$ cat src/rtl/dco_lock_pkg.sv
package dco_lock_pkg;
  typedef enum logic [1:0] {
    ST_TRACK = 2'b00,
    ST_AVG   = 2'b01,
    ST_PHASE = 2'b10,
    ST_TRIM  = 2'b11
  } lock_state_e;
endpackage

$ cat src/rtl/dco_search_step.sv
module dco_search_step #(
  parameter int CODE_W = 16
) (
  input  logic              clk_i,
  input  logic              rst_ni,
  input  logic              dec_valid_i,
  input  logic              dec_up_i,
  output logic [CODE_W-1:0] step_o
);
  localparam logic [CODE_W-1:0] STEP_INIT = {2'b01, {(CODE_W-2){1'b0}}};
  localparam logic [CODE_W-1:0] STEP_ONE  = {{(CODE_W-1){1'b0}}, 1'b1};

  logic [CODE_W-1:0] step_q;
  logic              have_dir_q, last_up_q;
  logic              reversal;

  assign reversal = have_dir_q && (last_up_q != dec_up_i);
  // step used by the current move
  assign step_o = (reversal && step_q > STEP_ONE) ? (step_q >> 1) : step_q;

  always_ff @(posedge clk_i or negedge rst_ni) begin
    if (!rst_ni) begin
      step_q     <= STEP_INIT;
      have_dir_q <= 1'b0;
      last_up_q  <= 1'b0;
    end else if (dec_valid_i) begin
      step_q     <= step_o;
      have_dir_q <= 1'b1;
      last_up_q  <= dec_up_i;
    end
  end
endmodule

$ cat src/rtl/dco_sat_adder.sv
module dco_sat_adder #(
  parameter int CODE_W = 16
) (
  input  logic [CODE_W-1:0] code_i,
  input  logic [CODE_W:0]   off_i,
  output logic [CODE_W-1:0] code_o
);
  logic signed [CODE_W+1:0] sum;

  assign sum = $signed({2'b00, code_i}) + $signed({off_i[CODE_W], off_i});

  always_comb begin
    if (sum[CODE_W+1])   code_o = '0;
    else if (sum[CODE_W]) code_o = '1;
    else                  code_o = sum[CODE_W-1:0];
  end
endmodule

$ cat src/rtl/dco_code_avg.sv
module dco_code_avg #(
  parameter int CODE_W   = 16,
  parameter int AVG_LOG2 = 3
) (
  input  logic              clk_i,
  input  logic              rst_ni,
  input  logic              sample_i,
  input  logic [CODE_W-1:0] code_i,
  output logic              done_o,
  output logic [CODE_W-1:0] avg_o
);
  localparam int SUM_W = CODE_W + AVG_LOG2;
  localparam logic [AVG_LOG2-1:0] CNT_ONE = {{(AVG_LOG2-1){1'b0}}, 1'b1};

  logic [AVG_LOG2-1:0] cnt_q;
  logic [SUM_W-1:0]    sum_q, total;

  assign total  = sum_q + {{AVG_LOG2{1'b0}}, code_i};
  assign done_o = sample_i && (cnt_q == '1);
  assign avg_o  = total[SUM_W-1 -: CODE_W];

  always_ff @(posedge clk_i or negedge rst_ni) begin
    if (!rst_ni) begin
      cnt_q <= '0;
      sum_q <= '0;
    end else if (sample_i) begin
      if (done_o) begin
        cnt_q <= '0;
        sum_q <= '0;
      end else begin
        cnt_q <= cnt_q + CNT_ONE;
        sum_q <= total;
      end
    end
  end
endmodule

$ cat src/rtl/dco_lock_ctrl.sv
module dco_lock_ctrl
  import dco_lock_pkg::*;
#(
  parameter int CODE_W   = 16,
  parameter int TRIM_W   = 16,
  parameter int AVG_LOG2 = 3
) (
  input  logic              clk_i,
  input  logic              rst_ni,
  input  logic              up_i,
  input  logic              dn_i,
  input  logic              phase_done_i,
  input  logic              tune_valid_i,
  input  logic [TRIM_W-1:0] tune_code_i,
  output logic [CODE_W-1:0] code_o,
  output logic              clr_dco_o,
  output logic              clr_pfd_o,
  output logic              lock_o,
  output logic [1:0]        state_o
);
  localparam logic [CODE_W-1:0] CODE_MID = {1'b1, {(CODE_W-1){1'b0}}};
  localparam logic [CODE_W-1:0] STEP_ONE = {{(CODE_W-1){1'b0}}, 1'b1};
  localparam int EXT_W = CODE_W + 1 - TRIM_W;

  lock_state_e       state_q;
  logic [CODE_W-1:0] code_q, next_q;
  logic              pend_q, lock_q;

  logic              searching, dec_valid, avg_sample, avg_done, trim_take;
  logic [CODE_W-1:0] step_use, avg_code, sat_code;
  logic [CODE_W:0]   step_off, trim_off, off;

  assign searching  = (state_q == ST_TRACK) || (state_q == ST_AVG);
  assign avg_sample = (state_q == ST_AVG) && !pend_q;
  assign dec_valid  = searching && !pend_q && (up_i ^ dn_i) && !avg_done;
  assign trim_take  = (state_q == ST_TRIM) && !pend_q && tune_valid_i;

  dco_search_step #(.CODE_W(CODE_W)) u_step (
    .clk_i       (clk_i),
    .rst_ni      (rst_ni),
    .dec_valid_i (dec_valid),
    .dec_up_i    (up_i),
    .step_o      (step_use)
  );

  dco_code_avg #(.CODE_W(CODE_W), .AVG_LOG2(AVG_LOG2)) u_avg (
    .clk_i    (clk_i),
    .rst_ni   (rst_ni),
    .sample_i (avg_sample),
    .code_i   (code_q),
    .done_o   (avg_done),
    .avg_o    (avg_code)
  );

  assign step_off = up_i ? {1'b0, step_use} : -{1'b0, step_use};
  assign trim_off = {{EXT_W{tune_code_i[TRIM_W-1]}}, tune_code_i};
  assign off      = trim_take ? trim_off : step_off;

  dco_sat_adder #(.CODE_W(CODE_W)) u_add (
    .code_i (code_q),
    .off_i  (off),
    .code_o (sat_code)
  );

  always_ff @(posedge clk_i or negedge rst_ni) begin
    if (!rst_ni) begin
      state_q <= ST_TRACK;
      code_q  <= CODE_MID;
      next_q  <= CODE_MID;
      pend_q  <= 1'b0;
      lock_q  <= 1'b0;
    end else if (pend_q) begin
      code_q <= next_q;
      pend_q <= 1'b0;
    end else if (avg_done) begin
      next_q  <= avg_code;
      pend_q  <= 1'b1;
      lock_q  <= 1'b1;
      state_q <= ST_PHASE;
    end else if (dec_valid) begin
      next_q <= sat_code;
      pend_q <= 1'b1;
      if (state_q == ST_TRACK && step_use == STEP_ONE) state_q <= ST_AVG;
    end else if (trim_take) begin
      next_q <= sat_code;
      pend_q <= 1'b1;
    end else if (state_q == ST_PHASE && phase_done_i) begin
      state_q <= ST_TRIM;
    end
  end

  assign code_o    = code_q;
  assign clr_dco_o = pend_q;
  assign clr_pfd_o = pend_q;
  assign lock_o    = lock_q;
  assign state_o   = state_q;
endmodule

$ cat config.mk
export PLATFORM = sky130hd
export DESIGN_NAME = dco_lock_ctrl
export DESIGN_NICKNAME = d
export VERILOG_FILES = /design/src/rtl/dco_lock_pkg.sv /design/src/rtl/dco_search_step.sv /design/src/rtl/dco_sat_adder.sv /design/src/rtl/dco_code_avg.sv /design/src/rtl/dco_lock_ctrl.sv
export SDC_FILE = /design/constraint.sdc
export NUM_CORES = 1
export LEC_CHECK = 0
export BUFFER_PORTS_ARGS = -buffer_cell sky130_fd_sc_hd__buf_2
export CELL_PAD_IN_SITES_DETAIL_PLACEMENT = 2
export CELL_PAD_IN_SITES_GLOBAL_PLACEMENT = 2
export CORE_UTILIZATION = 38
export DETAILED_ROUTE_END_ITERATION = 16
export PLACE_DENSITY = 0.89
export RECOVER_POWER = 25
export SETUP_SLACK_MARGIN = 0.1
export SLEW_MARGIN = 5
export SYNTH_ARGS = -nofsm -noshare
export SYNTH_HDL_FRONTEND = slang
export SYNTH_SLANG_ARGS = --single-unit
$ cat constraint.sdc
create_clock -name clk_i -period 5.4 [get_ports clk_i]
set_input_delay 0.27 -clock clk_i [delete_from_list [all_inputs] [get_ports clk_i]]
set_output_delay 0.27 -clock clk_i [all_outputs]
set_load 0.005 [all_outputs]
==> impl_metrics.py, run 1 <==
metrics = {
    "outcome": {
        "status": "finished with violations",
        "failed_checks": "capacitance limit, slew limit",
    },
    "detailed_routing": {
        "ant_nets": 0,
        "drt-pass1-iter-count": 5,
        "wl_per_cell_um": 28.8,
        "totalWireLength_um": 24800,
        "viasPerCell": 6.45,
        "first_iter_violations": 366,
        "num_vias": 5570,
        "drc": 0,
    },
    "timing": {
        "setup_violations": 0,
        "hold_viol": 0,
        "slew_headroom_pct": -189,
        "fmax_ghz": 0.186,
        "post-route-period-util_pct": 99.6,
        "layout_setup_ws_ns": 0.0220,
        "finalMaxSlewViolations": 77,
        "fin_crit_ns": 5.38,
        "worst-slew-pin-transition_ns": 4.34,
        "finClkSkew_ns": 0.0110,
    },
    "clocking": {
        "numCtsBuffers": 9,
        "clk_pin_slew_ns": 0.06,
        "cts_sinks": 76,
        "clockBufferDepth": 2,
        "clkLatencyLatePin_ns": 0.36,
        "clockRootBuffer": "clkbuf_16",
        "cts_tree": "yes",
        "htree_levels": 3,
    },
    "grt": {
        "use_met1_pct": 36.8,
        "grt_use_met2_pct": 54.6,
        "use_met3_pct": 4.94,
        "grt_max_degree": 77,
        "busiest_layer": "met2",
        "grt_usage_pct": 30.9,
        "grt_first_pass_wirelength_um": 34500,
        "grt_antenna_before_repair": 0,
        "overflow": 0,
        "grt_pass1_vias": 5934,
    },
    "worst_setup_path": {
        "r2r-end": "next_q[2]",
        "start_kind": "flip-flop",
        "cp-end-kind": "flip-flop",
        "crit_path_max_fanout": 7,
        "reg2reg_depth": 23,
        "crit_arrival_ns": 5.65,
        "reg2reg_from": "u_step.step_q[14]",
        "r2r_slack_ns": 0.02,
        "required_ns": 5.67,
        "worst-setup-path-type": "flip-flop to flip-flop",
    },
    "floorplan": {
        "core_sq_mm": 0.0141,
        "start_util_pct": 39.6,
        "die_w_um": 123,
        "die-area_sq_mm": 0.0152,
        "pin_count": 43,
        "rows": 43,
        "die_h_um": 123,
    },
    "final_layout": {
        "fin_nets": 739,
        "fill_cells": 1550,
        "final_cells": 863,
        "insertedDiodeCount": 0,
        "mostFrequentLayoutCells": "dfrtp_1 (72), a21oi_1 (56), nand2_1 (56)",
        "drive_above_1_share_pct": 25.0,
        "final_core_util_pct": 46.9,
        "seqCellArea_sq_mm": 0.00191,
        "multi_input_area_sq_mm": 0.00367,
        "final_area_sq_mm": 0.00662,
        "final_common_cell": "dfrtp_1",
        "synthToLayoutAreaGrowth_pct": 18.5,
    },
    "placed_design": {
        "hpwlAfterDp_um": 14900,
        "dp_slack_ns": -0.248,
        "io_buffers": 42,
        "place_inst": 838,
        "dpl_cell_area_sq_mm": 0.00605,
        "routabilityCongestion": 0.874,
    },
    "worst_hold_path": {
        "hp-class": "input port to flip-flop",
        "holdPathEnd": "state_o[0]",
        "hold-path-cell-count": 4,
        "hold_path.startpoint": "phase_done_i",
    },
    "logic_synthesis": {
        "synth.distinct_cells": 71,
        "synth_ff_type": "dfrtp_1",
        "synth_top_cell_by_area": "dfrtp_1",
        "synth_edf_count": 0,
        "ys_ff_latch": 76,
        "ys_async_sr_fraction_pct": 100,
        "netlist_instances": 626,
        "synth_top_cell_area_share_pct": 32.7,
        "ys_top_cells_by_area": "dfrtp_1 (33%), ha_1 (8.1%), mux2_2 (6.2%)",
        "syn-num-nets": 686,
        "synth.yosys.seq_area_share_pct": 34.1,
        "ys_warn_count": 0,
        "netlist_area_sq_mm": 0.00559,
        "avgSynthCellArea_sq_um": 8.92,
    },
    "job": {
        "cap_violations": 1,
    },
}
-- metrics by stage --
step | setup TNS [ns] | hold WS [ns]
floorplan | 0 | -0.0256
global placement | 0 | 0.446
detailed placement | -2.62 | 0.454
CTS | 0 | 0.115
global route | -0.789 | 0.440
finish | 0 | 0.390
-- state kept, by name, indices dropped and copies added, names as in the netlist, 2 cells and up --
name           flops
state_o            2
u_avg.sum_q       19
u_avg.cnt_q        3
code_o            16
next_q            16
u_step.step_q     16
-- layout make-up --
| cell class | count | area share [%] |
|---|---|---|
| multi-input combinational | 503 | 55.4 |
| sequential | 76 | 28.8 |
| inverter | 14 | 0.794 |
| clock inverter | 4 | 0.775 |
| tap | 180 | 3.40 |
| timing repair buffer | 75 | 7.28 |
| clock buffer | 11 | 3.52 |
-- logic make-up after synthesis --
family	share of synthesized area (%)
AND/OR/NAND/NOR	15.1
XOR/XNOR	5.35
flip-flops	34.1
adder cells (fa/ha/maj)	8.78
multiplexers	7.14
buffers and inverters	3.70
AO/OA/AOI/OAI	25.9
-- synthesized netlist by cell type (13+ instances only) --
library cell and number:
a21oi_1 61, a22o_1 14, clkbuf_1 26, dfrtp_1 73, ha_1 36, inv_1 13, mux2_2 31, nand2_1 57
nand3_1 17, nor2_1 50, o21ai_0 38, o21ai_1 13, xnor2_1 17, xor2_1 14
-- repair_timing --
item	in CTS	in global routing
endpoints found under the setup margin	16	16
cloned	0	2
hold buffers	0	0
gates resized for setup	19	35
buffers inserted	1	7
pin swaps	2	16
-- how the worst max path moves through the flow --
stage,from,end,cells past startpoint
floorplan,u_step.step_q[14],next_q[13],23
global route,u_step.step_q[14],next_q[0],23
CTS,u_step.step_q[14],next_q[9],22
finish,u_step.step_q[14],next_q[2],23
global placement,u_step.step_q[14],next_q[8],21
detailed placement,u_step.step_q[14],next_q[3],21
-- routing by layer --
| metal | share of wire [%] | vias up |
|---|---|---|
| li1 | - | 2426 |
| met1 | 40 | 2887 |
| met2 | 53 | 177 |
| met3 | 4.0 | 80 |
| met4 | 3.8 | 0 |
| met5 | 0 | - |
-- worst max-delay path, stage by stage, from the launching register on --
cell      delay (ns)
dfstp_2         0.58
nor3_2          0.07
and4_4          0.18
nor3b_4         0.16
a21o_1          0.20
a22oi_2         0.21
ha_2            0.27
nand2b_4        0.08
nor2_4          0.16
nand4b_4        0.13
or4_4           0.57
or2_2           0.33
nand3_1         0.13
a21oi_1         0.10
o41ai_2         0.25
ha_1            0.25
buf_4           0.17
nand4_1         0.14
nor2_1          0.24
a32oi_2         0.12
nor2_1          0.33
o211a_4         0.29
o21ai_2         0.12
a21oi_1         0.20
Power of run 1 is not shown: default switching activity piles up to over one toggle a cycle in this logic, so the estimate is an artifact.
==> run 2: changes to the inputs <==
- GPL_TIMING_DRIVEN: not set -> 0
==> run 2 against run 1 <==
Against the previous run: the flow still finishes with violations (capacitance limit, slew limit); via count shrank 1.5%; critical path depth grew 4; clock-buffer cell count shrank 2; final cell count grew 2.2%; hold slack gained 0.0046 ns; first-iteration DRC count grew 4.1%; wire length shrank 11%; flip-flop and latch count is the same; global-route usage shrank 2.3 points.
==> impl_metrics.py, run 2 (synthesis results as in run 1) <==
metrics = {
    "clocking": {
        "cts_sinks": 76,
        "clockBufferDepth": 2,
        "clk_pin_slew_ns": 0.07,
        "htree_levels": 3,
        "cts_tree": "yes",
        "clockRootBuffer": "clkbuf_16",
        "clkLatencyLatePin_ns": 0.36,
        "numCtsBuffers": 9,
    },
    "detailed_routing": {
        "num_vias": 5486,
        "first_iter_violations": 381,
        "viasPerCell": 6.22,
        "wl_met2_um": 11600,
        "totalWireLength_um": 22100,
        "wl_met3_um": 672,
        "ant_nets": 0,
        "drt-pass1-iter-count": 7,
        "m1WireLength_um": 9090,
        "drc": 0,
        "highest_layer": "met4",
        "wl_per_cell_um": 25.0,
    },
    "final_layout": {
        "top_register": "u_avg.sum_q",
        "final_common_cell": "dfrtp_1",
        "synthToLayoutAreaGrowth_pct": 20.8,
        "mostFrequentLayoutCells": "dfrtp_1 (69), a21oi_1 (56), nand2_1 (54)",
        "insertedDiodeCount": 0,
        "fin_nets": 757,
        "drive_above_1_share_pct": 24.8,
        "largest_reg_flops": 19,
    },
    "worst_setup_path": {
        "r2r-end": "next_q[1]",
        "cp-end-kind": "flip-flop",
        "crit_path_max_fanout": 8,
        "reg2reg_from": "u_step.step_q[15]",
        "r2r_slack_ns": 0.006,
        "reg2reg_depth": 27,
        "start_kind": "flip-flop",
        "crit_arrival_ns": 5.67,
        "required_ns": 5.68,
        "worst-setup-path-type": "flip-flop to flip-flop",
    },
    "floorplan": {
        "die_h_um": 123,
        "rows": 43,
        "die-area_sq_mm": 0.0152,
        "pin_count": 43,
        "core_sq_mm": 0.0141,
        "die_w_um": 123,
        "start_util_pct": 39.6,
    },
    "timing": {
        "tns_ns": 0,
        "worst-slew-pin-transition_ns": 2.98,
        "post-route-period-util_pct": 99.9,
        "fin_crit_ns": 5.39,
        "hold_viol": 0,
        "rsz0062_at_grt": "true",
        "finalMaxSlewViolations": 79,
        "finClkSkew_ns": 0.0104,
        "fmax_ghz": 0.185,
        "slew_headroom_pct": -98.8,
        "setup_violations": 0,
    },
    "placed_design": {
        "hpwlAfterDp_um": 15100,
        "io_buffers": 42,
        "routabilityCongestion": 0.922,
    },
    "grt": {
        "grt_max_degree": 53,
        "grt_usage_pct": 28.5,
        "grt_pass1_vias": 5987,
        "grt_antenna_before_repair": 0,
        "overflow": 0,
        "grt_first_pass_wirelength_um": 32500,
    },
    "worst_hold_path": {
        "hold-path-cell-count": 4,
        "holdPathEnd": "state_o[0]",
        "hp-class": "input port to flip-flop",
        "hold_path.startpoint": "phase_done_i",
    },
    "job": {
        "cap_violations": 2,
    },
    "outcome": {
        "status": "finished with violations",
        "failed_checks": "capacitance limit, slew limit",
    },
}
==> run 2: cell types whose count changed in the layout (fill, tap and decap cells not counted), moves of 2 or more <==
cell       delta
buf_2         +2
buf_4        -14
buf_6         +7
bufinv_16     +2
clkbuf_1     +20
clkbuf_4      +2
dfrtp_1       -3
dfrtp_2       +3
inv_6         +2
nand2_1       -2
o21ai_0       +3
o21ai_1       -4
==> run 2: worst max-delay path by stage <==
stage | startpoint | end | slack (ns) | cells past startpoint
final | u_step.step_q[15] | next_q[1] | 0.006 | 27
after global routing | u_step.step_q[15] | next_q[1] | -0.13 | 27
after CTS | u_step.last_up_q | next_q[3] | 0.10 | 22
after detailed placement | u_step.step_q[13] | next_q[3] | -0.56 | 24
after global placement | u_step.step_q[13] | next_q[9] | -0.38 | 24
after floorplan | u_step.step_q[14] | next_q[13] | 0.41 | 23
==> run 2: metal layers <==
layer | vias to the layer above | track usage [%]
met2 | 154 | 51.8
met1 | 2819 | 33.1
li1 | 2455 | -
met3 | 58 | 5.63
met4 | 0 | 10.1
met5 | - | 0
==> run 2: area by class of cell <==
cell class	instances	area, sq um
fill	1552	7350
multi-input combinational	502	3680
sequential	76	1910
timing repair buffer	62	365
clock buffer	9	225
tap	180	225
buffer	32	171
clock inverter	7	121
inverter	14	52.6
==> run 2: what timing repair did <==
item | in CTS | in global routing
endpoints found under the setup margin | 16 | 16
pin swaps | 11 | 11
gates resized for setup | 33 | 41
hold buffers | 1 | 0
cloned | 0 | 1
setup buffers | 6 | 11
endpoints found under the hold margin | 24 | 0
==> run 2: worst max-delay path, cell delays in order (launching register included) <==
cell and delay, ns:
dfrtp_1 0.36, clkbuf_4 0.17, nor3_2 0.18, and4_4 0.27, nor3b_4 0.22, a21o_1 0.17
buf_6 0.10, a22oi_2 0.08, ha_2 0.22, nand2b_4 0.09, nor2_4 0.05, buf_4 0.16
nand2_2 0.13, inv_1 0.10, o21ai_0 0.27, a21oi_1 0.14, a21oi_1 0.24, a31oi_1 0.15
ha_2 0.26, nor3_2 0.23, o21ai_2 0.13, a2111oi_4 0.36, o21ai_1 0.12, a221o_1 0.38
xnor2_4 0.30, buf_6 0.18, o21ai_1 0.09, a21oi_1 0.16
==> run 2: stage by stage <==
step	hold WS (ns)	instance area [sq um]	utilization, %	setup slack, ns	std cells
CTS	0.330	6560	46.6	0.101	871
detailed placement	0.213	6050	42.9	-0.562	849
floorplan	-0.0256	5590	-	0.406	626
finish	0.395	6750	47.9	0.00624	882
global route	0.449	6750	47.9	-0.132	882
global placement	0.446	6020	42.7	-0.378	848
Power of run 2 is left out for the same reason.
==> run 3: changes to the inputs <==
- CTS_CLUSTER_SIZE: not set -> 14
- RECOVER_POWER: 25 -> not set
==> run 3 against run 2 <==
Against the previous run: the run now ends clean; wire length hardly changed; hold slack worse by 0.0021 ns; cell area is 0.41% higher; first-iteration DRC count stayed put; critical path depth stayed put; utilization is 0.20 points higher; flip-flop and latch count stayed put; clock skew is 0.0011 ns lower; non-clock buffer count stayed put; sequential share of layout area is 0.11 points lower.
==> impl_metrics.py, run 3 (synthesis results as in run 1) <==
metrics = {
    "timing": {
        "worst-slew-pin-transition_ns": 0.757,
        "hold_viol": 0,
        "fmax_ghz": 0.186,
        "tns_ns": 0,
        "finClkSkew_ns": 0.00929,
        "layout_setup_ws_ns": 0.0128,
        "fin_crit_ns": 5.39,
        "post-route-period-util_pct": 99.8,
        "setup_violations": 0,
        "slew_headroom_pct": 49.5,
        "whs_ns": 0.393,
        "finalMaxSlewViolations": 0,
        "rsz0062_at_grt": "true",
    },
    "worst_setup_path": {
        "worst-setup-path-type": "flip-flop to flip-flop",
        "cp-end-kind": "flip-flop",
        "crit_arrival_ns": 5.67,
        "reg2reg_from": "u_step.step_q[15]",
        "cp-endpoint": "next_q[1]",
        "start_kind": "flip-flop",
        "crit_start": "u_step.step_q[15]",
        "r2r-end": "next_q[1]",
        "crit_path_max_fanout": 8,
        "reg2reg_depth": 27,
        "required_ns": 5.68,
        "r2r_slack_ns": 0.01,
    },
    "floorplan": {
        "pin_count": 43,
        "die_h_um": 123,
        "start_util_pct": 39.6,
        "core_sq_mm": 0.0141,
        "rows": 43,
        "die-area_sq_mm": 0.0152,
        "die_w_um": 123,
    },
    "clocking": {
        "clockBufferDepth": 2,
        "cts_sinks": 76,
        "clk_pin_slew_ns": 0.06,
        "htree_levels": 3,
        "cts_tree": "yes",
        "clockRootBuffer": "clkbuf_16",
        "numCtsBuffers": 9,
        "clkLatencyLatePin_ns": 0.36,
    },
    "grt": {
        "grt_first_pass_wirelength_um": 32500,
        "grt_pass1_vias": 5987,
        "grt_usage_pct": 28.5,
        "grt_max_degree": 53,
        "overflow": 0,
        "grt_antenna_before_repair": 0,
    },
    "detailed_routing": {
        "first_iter_violations": 381,
        "wl_per_cell_um": 25.0,
        "num_vias": 5466,
        "drc": 0,
        "totalWireLength_um": 22100,
        "drt-pass1-iter-count": 5,
        "ant_nets": 0,
        "viasPerCell": 6.20,
    },
    "final_layout": {
        "largest_reg_flops": 19,
        "fill_cells": 1546,
        "final_cells": 882,
        "fin_nets": 757,
        "final_common_cell": "dfrtp_1",
        "drive_above_1_share_pct": 25.1,
        "top_register": "u_avg.sum_q",
        "mostFrequentLayoutCells": "dfrtp_1 (69), a21oi_1 (56), nand2_1 (54)",
        "synthToLayoutAreaGrowth_pct": 21.3,
        "insertedDiodeCount": 0,
    },
    "worst_hold_path": {
        "hp-class": "input port to async pin",
    },
    "placed_design": {
        "io_buffers": 42,
        "place_inst": 849,
        "dp_slack_ns": -0.562,
        "hpwlAfterDp_um": 15100,
        "routabilityCongestion": 0.922,
    },
    "job": {
        "cap_violations": 0,
    },
    "outcome": {
        "status": "complete, no violations",
    },
}
## run 3: timing repair
item	CTS	global route
setup endpoints to repair	16	16
pin swaps	11	11
endpoints found under the hold margin	24	0
hold buffers	1	0
resized for setup	33	41
setup buffers	6	11
gates cloned	0	1
## run 3: layout make-up
type | instances | area, sq um | area share, %
plain buffers | 32 | 171 | 2.53
clock buffers | 9 | 225 | 3.32
clock inverters | 7 | 121 | 1.79
inverters | 14 | 52.6 | 0.775
multi-input cells | 502 | 3680 | 54.3
flip-flops and latches | 76 | 1910 | 28.2
well taps | 180 | 225 | 3.32
repair buffers | 62 | 393 | 5.80
## run 3: per-stage QoR
step                      area, sq um  util (%)
after global placement           6020      42.7
after floorplan                  5590         -
final                            6780      48.1
after global routing             6780      48.1
after CTS                        6560      46.6
after detailed placement         6050      42.9
## run 3: worst min-delay path by stage
stage | to | slack, ns
2_1_floorplan | clr_dco_o | -0.03
3_3_place_gp | lock_o | 0.45
3_5_place_dp | u_step.step_q[15] | 0.21
4_1_cts | state_o[0] | 0.33
5_1_grt | u_step.step_q[9] | 0.43
6_report | u_step.step_q[15] | 0.39
## run 3: metal layers
metal	up-vias	global-route usage [%]	share of wire (%)
met5	-	0	0
met3	58	5.63	3.2
met2	145	51.8	53
met1	2808	33.1	41
li1	2455	-	-
met4	0	10.1	3.2
## run 3: worst max-delay path: stages (launching register included)
cell       delay, ns
dfrtp_1         0.36
clkbuf_4        0.17
nor3_2          0.18
and4_4          0.27
nor3b_4         0.22
a21o_1          0.17
buf_6           0.10
a22oi_2         0.08
ha_2            0.22
nand2b_4        0.09
nor2_4          0.05
buf_4           0.16
nand2_2         0.13
inv_1           0.10
o21ai_0         0.27
a21oi_1         0.14
a21oi_1         0.24
a31oi_1         0.15
ha_2            0.26
nor3_2          0.23
o21ai_2         0.13
a2111oi_4       0.36
o21ai_1         0.12
a221o_1         0.38
xnor2_4         0.30
buf_6           0.18
o21ai_1         0.09
a21oi_1         0.16
Power of run 3 is left out for the same reason.
